File: config.mk
export PLATFORM = sky130hd
export DESIGN_NAME = updn_tc_counter
export DESIGN_NICKNAME = d
export VERILOG_FILES = /design/src/rtl/updn_pkg.sv /design/src/rtl/cnt_step.sv /design/src/rtl/cnt_tc_detect.sv /design/src/rtl/cnt_next_sel.sv /design/src/rtl/updn_tc_counter.sv
export SDC_FILE = /design/constraint.sdc
export NUM_CORES = 1
export LEC_CHECK = 0
export ABC_AREA = 1
export BUFFER_PORTS_ARGS = -buffer_cell sky130_fd_sc_hd__buf_4
export CAP_MARGIN = 20
export CORE_AREA = 10 10 47 49
export DETAILED_ROUTE_END_ITERATION = 16
export DIE_AREA = 0 0 57 59
export GPL_ROUTABILITY_DRIVEN = 0
export SYNTH_ARGS = -nofsm -noshare
export SYNTH_HDL_FRONTEND = slang
export SYNTH_SLANG_ARGS = --single-unit
File: constraint.sdc
create_clock -name clk -period 1.93 [get_ports clk]
set_input_delay 0.193 -clock clk [delete_from_list [all_inputs] [get_ports clk]]
set_output_delay 0.193 -clock clk [all_outputs]
set_load 0.03 [all_outputs]
File: src/rtl/updn_pkg.sv
// Package: shared types for the bidirectional counter.
// Assumes the direction encoding 0 = up, 1 = down.
package updn_pkg;
    typedef enum logic {
        DIR_UP   = 1'b0,
        DIR_DOWN = 1'b1
    } dir_e;
endpackage

File: src/rtl/cnt_step.sv
// Module: cnt_step
// Adds or subtracts one using a ripple chain of half-cells.
// DOWN = 0 gives an incrementer (carry chain).
// DOWN = 1 gives a decrementer (borrow chain).
// Both wrap modulo 2**WIDTH. Purely combinational.
module cnt_step #(
    parameter int WIDTH = 4,
    parameter bit DOWN  = 1'b0
) (
    input  logic [WIDTH-1:0] val_i,
    output logic [WIDTH-1:0] val_o
);
    logic [WIDTH:0] chain;

    assign chain[0] = 1'b1;

    for (genvar i = 0; i < WIDTH; i++) begin : g_cell
        assign val_o[i] = val_i[i] ^ chain[i];
        if (DOWN) begin : g_borrow
            assign chain[i+1] = ~val_i[i] & chain[i];
        end else begin : g_carry
            assign chain[i+1] = val_i[i] & chain[i];
        end
    end

    // The final carry or borrow is the wrap indicator; it is not needed here.
    logic unused_wrap;
    assign unused_wrap = chain[WIDTH];
endmodule

File: src/rtl/cnt_tc_detect.sv
// Module: cnt_tc_detect
// Produces the terminal flag: the AND of all count bits in the up direction,
// and the NOR of all count bits in the down direction.
// Assumes dir uses the package encoding. Purely combinational.
module cnt_tc_detect
    import updn_pkg::*;
#(
    parameter int WIDTH = 4
) (
    input  logic [WIDTH-1:0] val_i,
    input  dir_e             dir_i,
    output logic             tc_o
);
    logic all_ones;
    logic all_zeros;

    assign all_ones  = &val_i;
    assign all_zeros = ~|val_i;

    // Purpose: pick the detector that matches the counting direction.
    always_comb begin
        case (dir_i)
            DIR_DOWN: tc_o = all_zeros;
            default:  tc_o = all_ones;
        endcase
    end
endmodule

File: src/rtl/cnt_next_sel.sv
// Module: cnt_next_sel
// Chooses the next register value by priority:
// clear, then load, then step, else hold.
// The stepped value is selected by direction from the two step units.
module cnt_next_sel
    import updn_pkg::*;
#(
    parameter int WIDTH = 4
) (
    input  logic [WIDTH-1:0] cur_i,
    input  logic [WIDTH-1:0] inc_i,
    input  logic [WIDTH-1:0] dec_i,
    input  logic [WIDTH-1:0] ld_val_i,
    input  logic             clr_i,
    input  logic             ld_i,
    input  logic             en_i,
    input  dir_e             dir_i,
    output logic [WIDTH-1:0] nxt_o
);
    logic [WIDTH-1:0] stepped;

    // Purpose: direction mux between the incremented and decremented values.
    always_comb begin
        stepped = (dir_i == DIR_DOWN) ? dec_i : inc_i;
    end

    // Purpose: apply the control priority to form the next value.
    always_comb begin
        if (clr_i)      nxt_o = '0;
        else if (ld_i)  nxt_o = ld_val_i;
        else if (en_i)  nxt_o = stepped;
        else            nxt_o = cur_i;
    end
endmodule

File: src/rtl/updn_tc_counter.sv
// Module: updn_tc_counter (top)
// N-bit up/down counter with a synchronous active-low reset, a synchronous
// clear, a parallel load and a count enable. The terminal flag follows the
// direction. Assumes all control inputs are synchronous to clk.
module updn_tc_counter
    import updn_pkg::*;
#(
    parameter int WIDTH = 4
) (
    input  logic             clk,
    input  logic             rst_n,
    input  logic             clr,
    input  logic             ld,
    input  logic [WIDTH-1:0] ld_val,
    input  logic             en,
    input  logic             dir,
    output logic [WIDTH-1:0] count,
    output logic             tc
);
    logic [WIDTH-1:0] cnt_q;
    logic [WIDTH-1:0] cnt_inc;
    logic [WIDTH-1:0] cnt_dec;
    logic [WIDTH-1:0] cnt_nxt;
    dir_e             dir_sel;

    assign dir_sel = dir_e'(dir);

    cnt_step #(.WIDTH(WIDTH), .DOWN(1'b0)) inc_i (
        .val_i (cnt_q),
        .val_o (cnt_inc)
    );

    cnt_step #(.WIDTH(WIDTH), .DOWN(1'b1)) dec_i (
        .val_i (cnt_q),
        .val_o (cnt_dec)
    );

    cnt_next_sel #(.WIDTH(WIDTH)) sel_i (
        .cur_i    (cnt_q),
        .inc_i    (cnt_inc),
        .dec_i    (cnt_dec),
        .ld_val_i (ld_val),
        .clr_i    (clr),
        .ld_i     (ld),
        .en_i     (en),
        .dir_i    (dir_sel),
        .nxt_o    (cnt_nxt)
    );

    cnt_tc_detect #(.WIDTH(WIDTH)) tc_i (
        .val_i (cnt_q),
        .dir_i (dir_sel),
        .tc_o  (tc)
    );

    // Purpose: count register with synchronous active-low reset.
    always_ff @(posedge clk) begin
        if (!rst_n) cnt_q <= '0;
        else        cnt_q <= cnt_nxt;
    end

    assign count = cnt_q;
endmodule

==> flow_summary_export.csv, run 1 <==
group,metric,value,unit
timing,max-slew-margin-rel,86.7,%
worst_setup_path,reg2reg_setup_slack,900,ps
worst_setup_path,startpoint,"count[1]$_SDFFE_PP0P_",
cells_and_area,finalNetCount,80,
worst_setup_path,crit_end,"tc",
synth,ys_ff_latch,4,
clock_tree,insertion_delay,230,ps
timing,maxSlewViolCount,0,
worst_setup_path,slowest_delay,340,ps
detailed_routing,dr.max_layer_used,"met3",
detailed_routing,drtIter0Drc,6,
timing,max_freq,0.731,GHz
detailed_routing,drc,0,
synth,synth.avg_cell_area,6.11,µm²
floorplan,die_w,57,µm
run_status,outcome,"finished clean",
detailed_routing,met2_length,434,µm
worst_setup_path,crit_slowest_cell,"dfxtp_1",
cells_and_area,n_antenna_cell,0,
clock_tree,numCtsBuffers,3,
worst_setup_path,reg2reg_depth,7,
global_routing,grt_overflow,0,
timing,setup_violations,0,
synth,synthesis.area,312,µm²
global_routing,grt_antenna_before_repair,0,
timing,min_period_over_period,70.9,%
detailed_routing,wire_per_inst,10.1,µm
worst_setup_path,cp.arrival,1180,ps
synth,synthCells,51,
placed_design,dp_slack,788,ps
timing,fin_ws,562,ps
cells_and_area,final_cell_mix,"nand2_1, buf_4, inv_1, nand3_1, dfxtp_1",
synth,yosys_warnings,0,
placed_design,port_buffers,14,
worst_setup_path,worst_setup_path_start_kind,"register",
clock_tree,cts_root_buf,"clkbuf_4",
timing,fin_worst_skew,1.14,ps
timing,rsz0062_at_grt,"false",
detailed_routing,wl_met1,372,µm
cells_and_area,synthToLayoutAreaGrowth,47.4,%
detailed_routing,routed_wl,848,µm
timing,final.min_clock_period,1370,ps
detailed_routing,viasPerCell,4.30,
clock_tree,clock_path_buffers,2,
floorplan,io_pins,15,
floorplan,die_area,3360,µm²
global_routing,first_global_vias,383,
detailed_routing,via_count,361,
global_routing,grt_start_max_net_pins,7,
clock_tree,post_cts_resized,0,
floorplan,start_util,22.2,%
synth,ys_seq_area_share,25.7,%
flow_run,drv_cap,0,
worst_setup_path,critPathMaxFanout,5,
global_routing,grt.total_usage,5.52,%
worst_setup_path,r2r_end,"count[3]$_SDFFE_PP0P_",
floorplan,die_y,59,µm
cells_and_area,largest_reg_flops,4,
cells_and_area,n_fill_cell,158,
worst_setup_path,cp-end-kind,"primary output",
timing,fin_setup_tns,0,ps
detailed_routing,ant_nets,0,
timing,worst_pin_slew,199,ps
clock_tree,post_cts_buffers,0,
clock_tree,cts_hold_buf,0,
clock_tree,cts_tree,"built",
floorplan,rows,14,
worst_setup_path,r2r-start,"count[2]$_SDFFE_PP0P_",
detailed_routing,drt-pass1-iter-count,4,
detailed_routing,wl_met3,42,µm
synth,synth_cell_types,15,
clock_tree,cts.sinks,4,
cells_and_area,drive_gt1_share,38.2,%
floorplan,core_area,1400,µm²
timing,hold_slack,208,ps
clock_tree,clkTransAtPathRegs,40,ps
power,power.density,581,nW/µm²
min_path,min_path_type,"in -> reg",
power,total_power,0.267,mW
worst_setup_path,path_cells,"nor2_1 -> nand2_1 -> o21ai_0 -> buf_4",
cells_and_area,final_common_cell,"nand2_1",
placed_design,dpl.hpwl,732,µm
worst_setup_path,critPathKind,"reg -> out",
clock_tree,htreeDepth,1,
power,p_leak,0.235,nW
global_routing,grt_first_pass_wirelength,1.50,mm
worst_setup_path,critPathRequiredTime,1740,ps
synth,syn_nets,61,
timing,finalHoldViolCount,0,
power,ir_drop,286,µV
## metal layers
layer / up-vias / GRT usage, %
li1: 197 / -
met1: 154 / 5.43
met2: 10 / 9.61
met3: 0 / 1.72
met4: 0 / 4.03
met5: - / 0
## layout make-up
| type | count | area (µm²) | area share, % |
|---|---|---|---|
| flip-flops and latches | 4 | 80.1 | 17.4 |
| clock buffers | 3 | 22.5 | 4.90 |
| well taps | 16 | 20.0 | 4.36 |
| inverters | 10 | 37.5 | 8.17 |
| repair buffers | 14 | 105 | 22.9 |
| multi-input cells | 37 | 194 | 42.2 |
## Yosys cell counts, drive strengths merged
cell / count / area [µm²]
a21oi: 2 / 13.8
a22oi: 3 / 22.5
a31oi: 1 / 6.26
dfxtp: 4 / 80.1
inv: 10 / 37.5
nand2: 17 / 66.3
nand3: 7 / 45.0
nor2: 6 / 35.0
o21ai: 1 / 5.00
## cells by family (layout without fill, tap and decap cells)
| family | after synthesis | after routing | synth area share, % |
|---|---|---|---|
| simple gates | 30 | 30 | 47.0 |
| flops | 4 | 4 | 25.7 |
| compound gates | 7 | 7 | 15.3 |
| buf+inv | 10 | 27 | 12.0 |
## critical path: cells and delay by family (launching register included)
family                 cells  cell delay [ps]
AOI/OAI and AO/OA          1              160
DFF                        1              340
buffers and inverters      1              180
and+or+nand+nor            2              260
## through the flow
step | std cells | util [%] | area (µm²)
floorplan | 51 | - | 312
global placement | 81 | 31.2 | 437
detailed placement | 81 | 31.2 | 437
CTS | 84 | 32.8 | 459
global route | 84 | 32.8 | 459
finish | 84 | 32.8 | 459
## worst min-delay path by stage
| stage | slack, ps | cells past startpoint | end | from |
|---|---|---|---|---|
| after global placement | 440 | 4 | count[0]$_SDFFE_PP0P_ | clr |
| after CTS | 200 | 4 | count[0]$_SDFFE_PP0P_ | clr |
| after global routing | 230 | 4 | count[0]$_SDFFE_PP0P_ | clr |
| after detailed placement | 450 | 4 | count[0]$_SDFFE_PP0P_ | clr |
| after floorplan | 350 | 2 | count[1]$_SDFFE_PP0P_ | ld |
| final | 210 | 4 | count[0]$_SDFFE_PP0P_ | clr |
## power by group
| part | total, mW | switching (mW) | internal, mW |
|---|---|---|---|
| sequential | 0.0918 | 0.00494 | 0.0869 |
| clock | 0.102 | 0.0325 | 0.0694 |
| combinational | 0.0728 | 0.0405 | 0.0323 |
Note: power is estimated with default switching activity, not from simulation.
==> run 2, diff against run 1 <==
- clock period: 1.93 -> 1.3 ns (I/O delays scaled with it)
==> run 2 against run 1 <==
Against the previous run:
- wire length rose by 3.8%
- hold slack got worse by 73 ps
- combinational power rose by 51%
- core utilization rose by 0.62 points
- cell count did not move
- clock-buffer cell count did not move
- sequential share of layout area rose by 0.48 points
- critical path type unchanged
==> flow_summary_export.csv, run 2 (synthesis gave the netlist of run 1 again) <==
group,metric,value,unit
power,ir_drop,438,µV
timing,setup_violations,0,
detailed_routing,drtIter0Drc,7,
floorplan,die_area,3360,µm²
placed_design,dpl.hpwl,765,µm
cells_and_area,finalNetCount,80,
detailed_routing,wire_per_inst,10.5,µm
floorplan,die_y,59,µm
worst_setup_path,critPathKind,"reg -> out",
detailed_routing,via_count,372,
global_routing,first_global_vias,395,
cells_and_area,seq_area,83.8,µm²
global_routing,grt_overflow,0,
global_routing,grt_antenna_before_repair,0,
clock_tree,numCtsBuffers,3,
worst_setup_path,critPathRequiredTime,1170,ps
floorplan,core_area,1400,µm²
timing,maxSlewViolCount,0,
timing,worst_pin_slew,197,ps
floorplan,die_w,57,µm
floorplan,start_util,22.2,%
detailed_routing,ant_nets,0,
clock_tree,cts_root_buf,"clkbuf_4",
worst_setup_path,cp.arrival,1110,ps
cells_and_area,n_antenna_cell,0,
cells_and_area,n_fill_cell,172,
cells_and_area,drive_gt1_share,45.6,%
worst_setup_path,critPathMaxFanout,5,
timing,finalHoldViolCount,0,
timing,final.min_clock_period,1240,ps
clock_tree,cts_hold_buf,0,
cells_and_area,design_area,468,µm²
worst_setup_path,cp-end-kind,"primary output",
placed_design,port_buffers,14,
cells_and_area,largest_reg_flops,4,
power,p_leak,0.237,nW
cells_and_area,postLayoutCoreUtil,33.4,%
min_path,min_path_type,"in -> reg",
clock_tree,insertion_delay,240,ps
detailed_routing,drt-pass1-iter-count,4,
timing,fin_worst_skew,4.23,ps
worst_setup_path,path_cells,"nor2_2 -> nand2_2 -> o21ai_1 -> buf_4",
clock_tree,cts_tree,"built",
global_routing,grt.total_usage,5.69,%
timing,min_period_over_period,95.4,%
floorplan,io_pins,15,
timing,max_freq,0.806,GHz
clock_tree,clkTransAtPathRegs,40,ps
placed_design,placed_area,437,µm²
clock_tree,cts.sinks,4,
detailed_routing,drc,0,
global_routing,grt_start_max_net_pins,7,
cells_and_area,multiInputGateArea,199,µm²
cells_and_area,final_common_cell,"nand2_1",
cells_and_area,final_cell_mix,"nand2_1, buf_4, inv_1, nand3_1",
detailed_routing,viasPerCell,4.43,
floorplan,rows,14,
clock_tree,htreeDepth,1,
detailed_routing,routed_wl,880,µm
timing,max-slew-margin-rel,86.9,%
clock_tree,clock_path_buffers,2,
flow_run,drv_cap,0,
run_status,outcome,"finished clean",
worst_setup_path,worst_setup_path_start_kind,"register",
worst_setup_path,crit_slowest_cell,"dfxtp_2",
cells_and_area,synthToLayoutAreaGrowth,50.2,%
global_routing,grt_first_pass_wirelength,1.55,mm
power,power.density,860,nW/µm²
worst_setup_path,slowest_delay,340,ps
==> run 2: timing repair <==
item,CTS,global route
setup endpoints to repair,1,1
resized for setup,2,3
pin swaps,0,0
buffers inserted,0,0
==> run 2: area by class of cell <==
type / instances / area share, %
multi-input combinational: 37 / 42.5
clock buffer: 3 / 4.81
timing repair buffer: 14 / 22.5
inverter: 10 / 8.02
tap: 16 / 4.28
sequential: 4 / 17.9
==> run 2: through the flow <==
step / total power [mW] / std cells / hold slack [ps] / setup TNS (ps) / worst slack [ps]
final: 0.402 / 84 / 135 / 0 / 59.3
after global routing: 0.426 / 84 / 166 / -4.61 / -4.61
after CTS: 0.408 / 84 / 133 / 0 / 6.07
after detailed placement: 0.248 / 81 / 384 / 0 / 240
after global placement: 0.247 / 81 / 381 / 0 / 281
after floorplan: 0.200 / 51 / 287 / 0 / 8.65
==> run 2: worst max-delay path: cells and delay by family (launching register included) <==
kind	cells	cell delay, ps
buffers and inverters	1	180
and+or+nand+nor	2	220
AOI/OAI and AO/OA	1	130
DFF	1	340
==> run 2: final timing paths <==
kind / slack, ps / depth (start not counted) / start / end
max: 60 / 4 / count[1]$_SDFFE_PP0P_ / tc
min: 130 / 4 / clr / count[0]$_SDFFE_PP0P_
max reg2reg: 350 / 7 / count[0]$_SDFFE_PP0P_ / count[3]$_SDFFE_PP0P_
min reg2reg: 520 / 2 / count[1]$_SDFFE_PP0P_ / count[1]$_SDFFE_PP0P_
==> run 2: where the power goes <==
group          internal (mW)  leakage (nW)  switching, mW  total, mW
clock                  0.103        0.0138         0.0506      0.154
combinational         0.0492         0.189         0.0612      0.110
sequential             0.130        0.0340        0.00811      0.138
total                  0.282         0.237          0.120      0.402
==> run 2: routing by layer <==
layer,GRT usage (%),up-vias,share of wire (%)
li1,-,196,-
met1,4.85,163,39
met2,10.7,11,53
met3,2.15,2,6.3
met4,4.03,0,1.4
met5,0,-,0
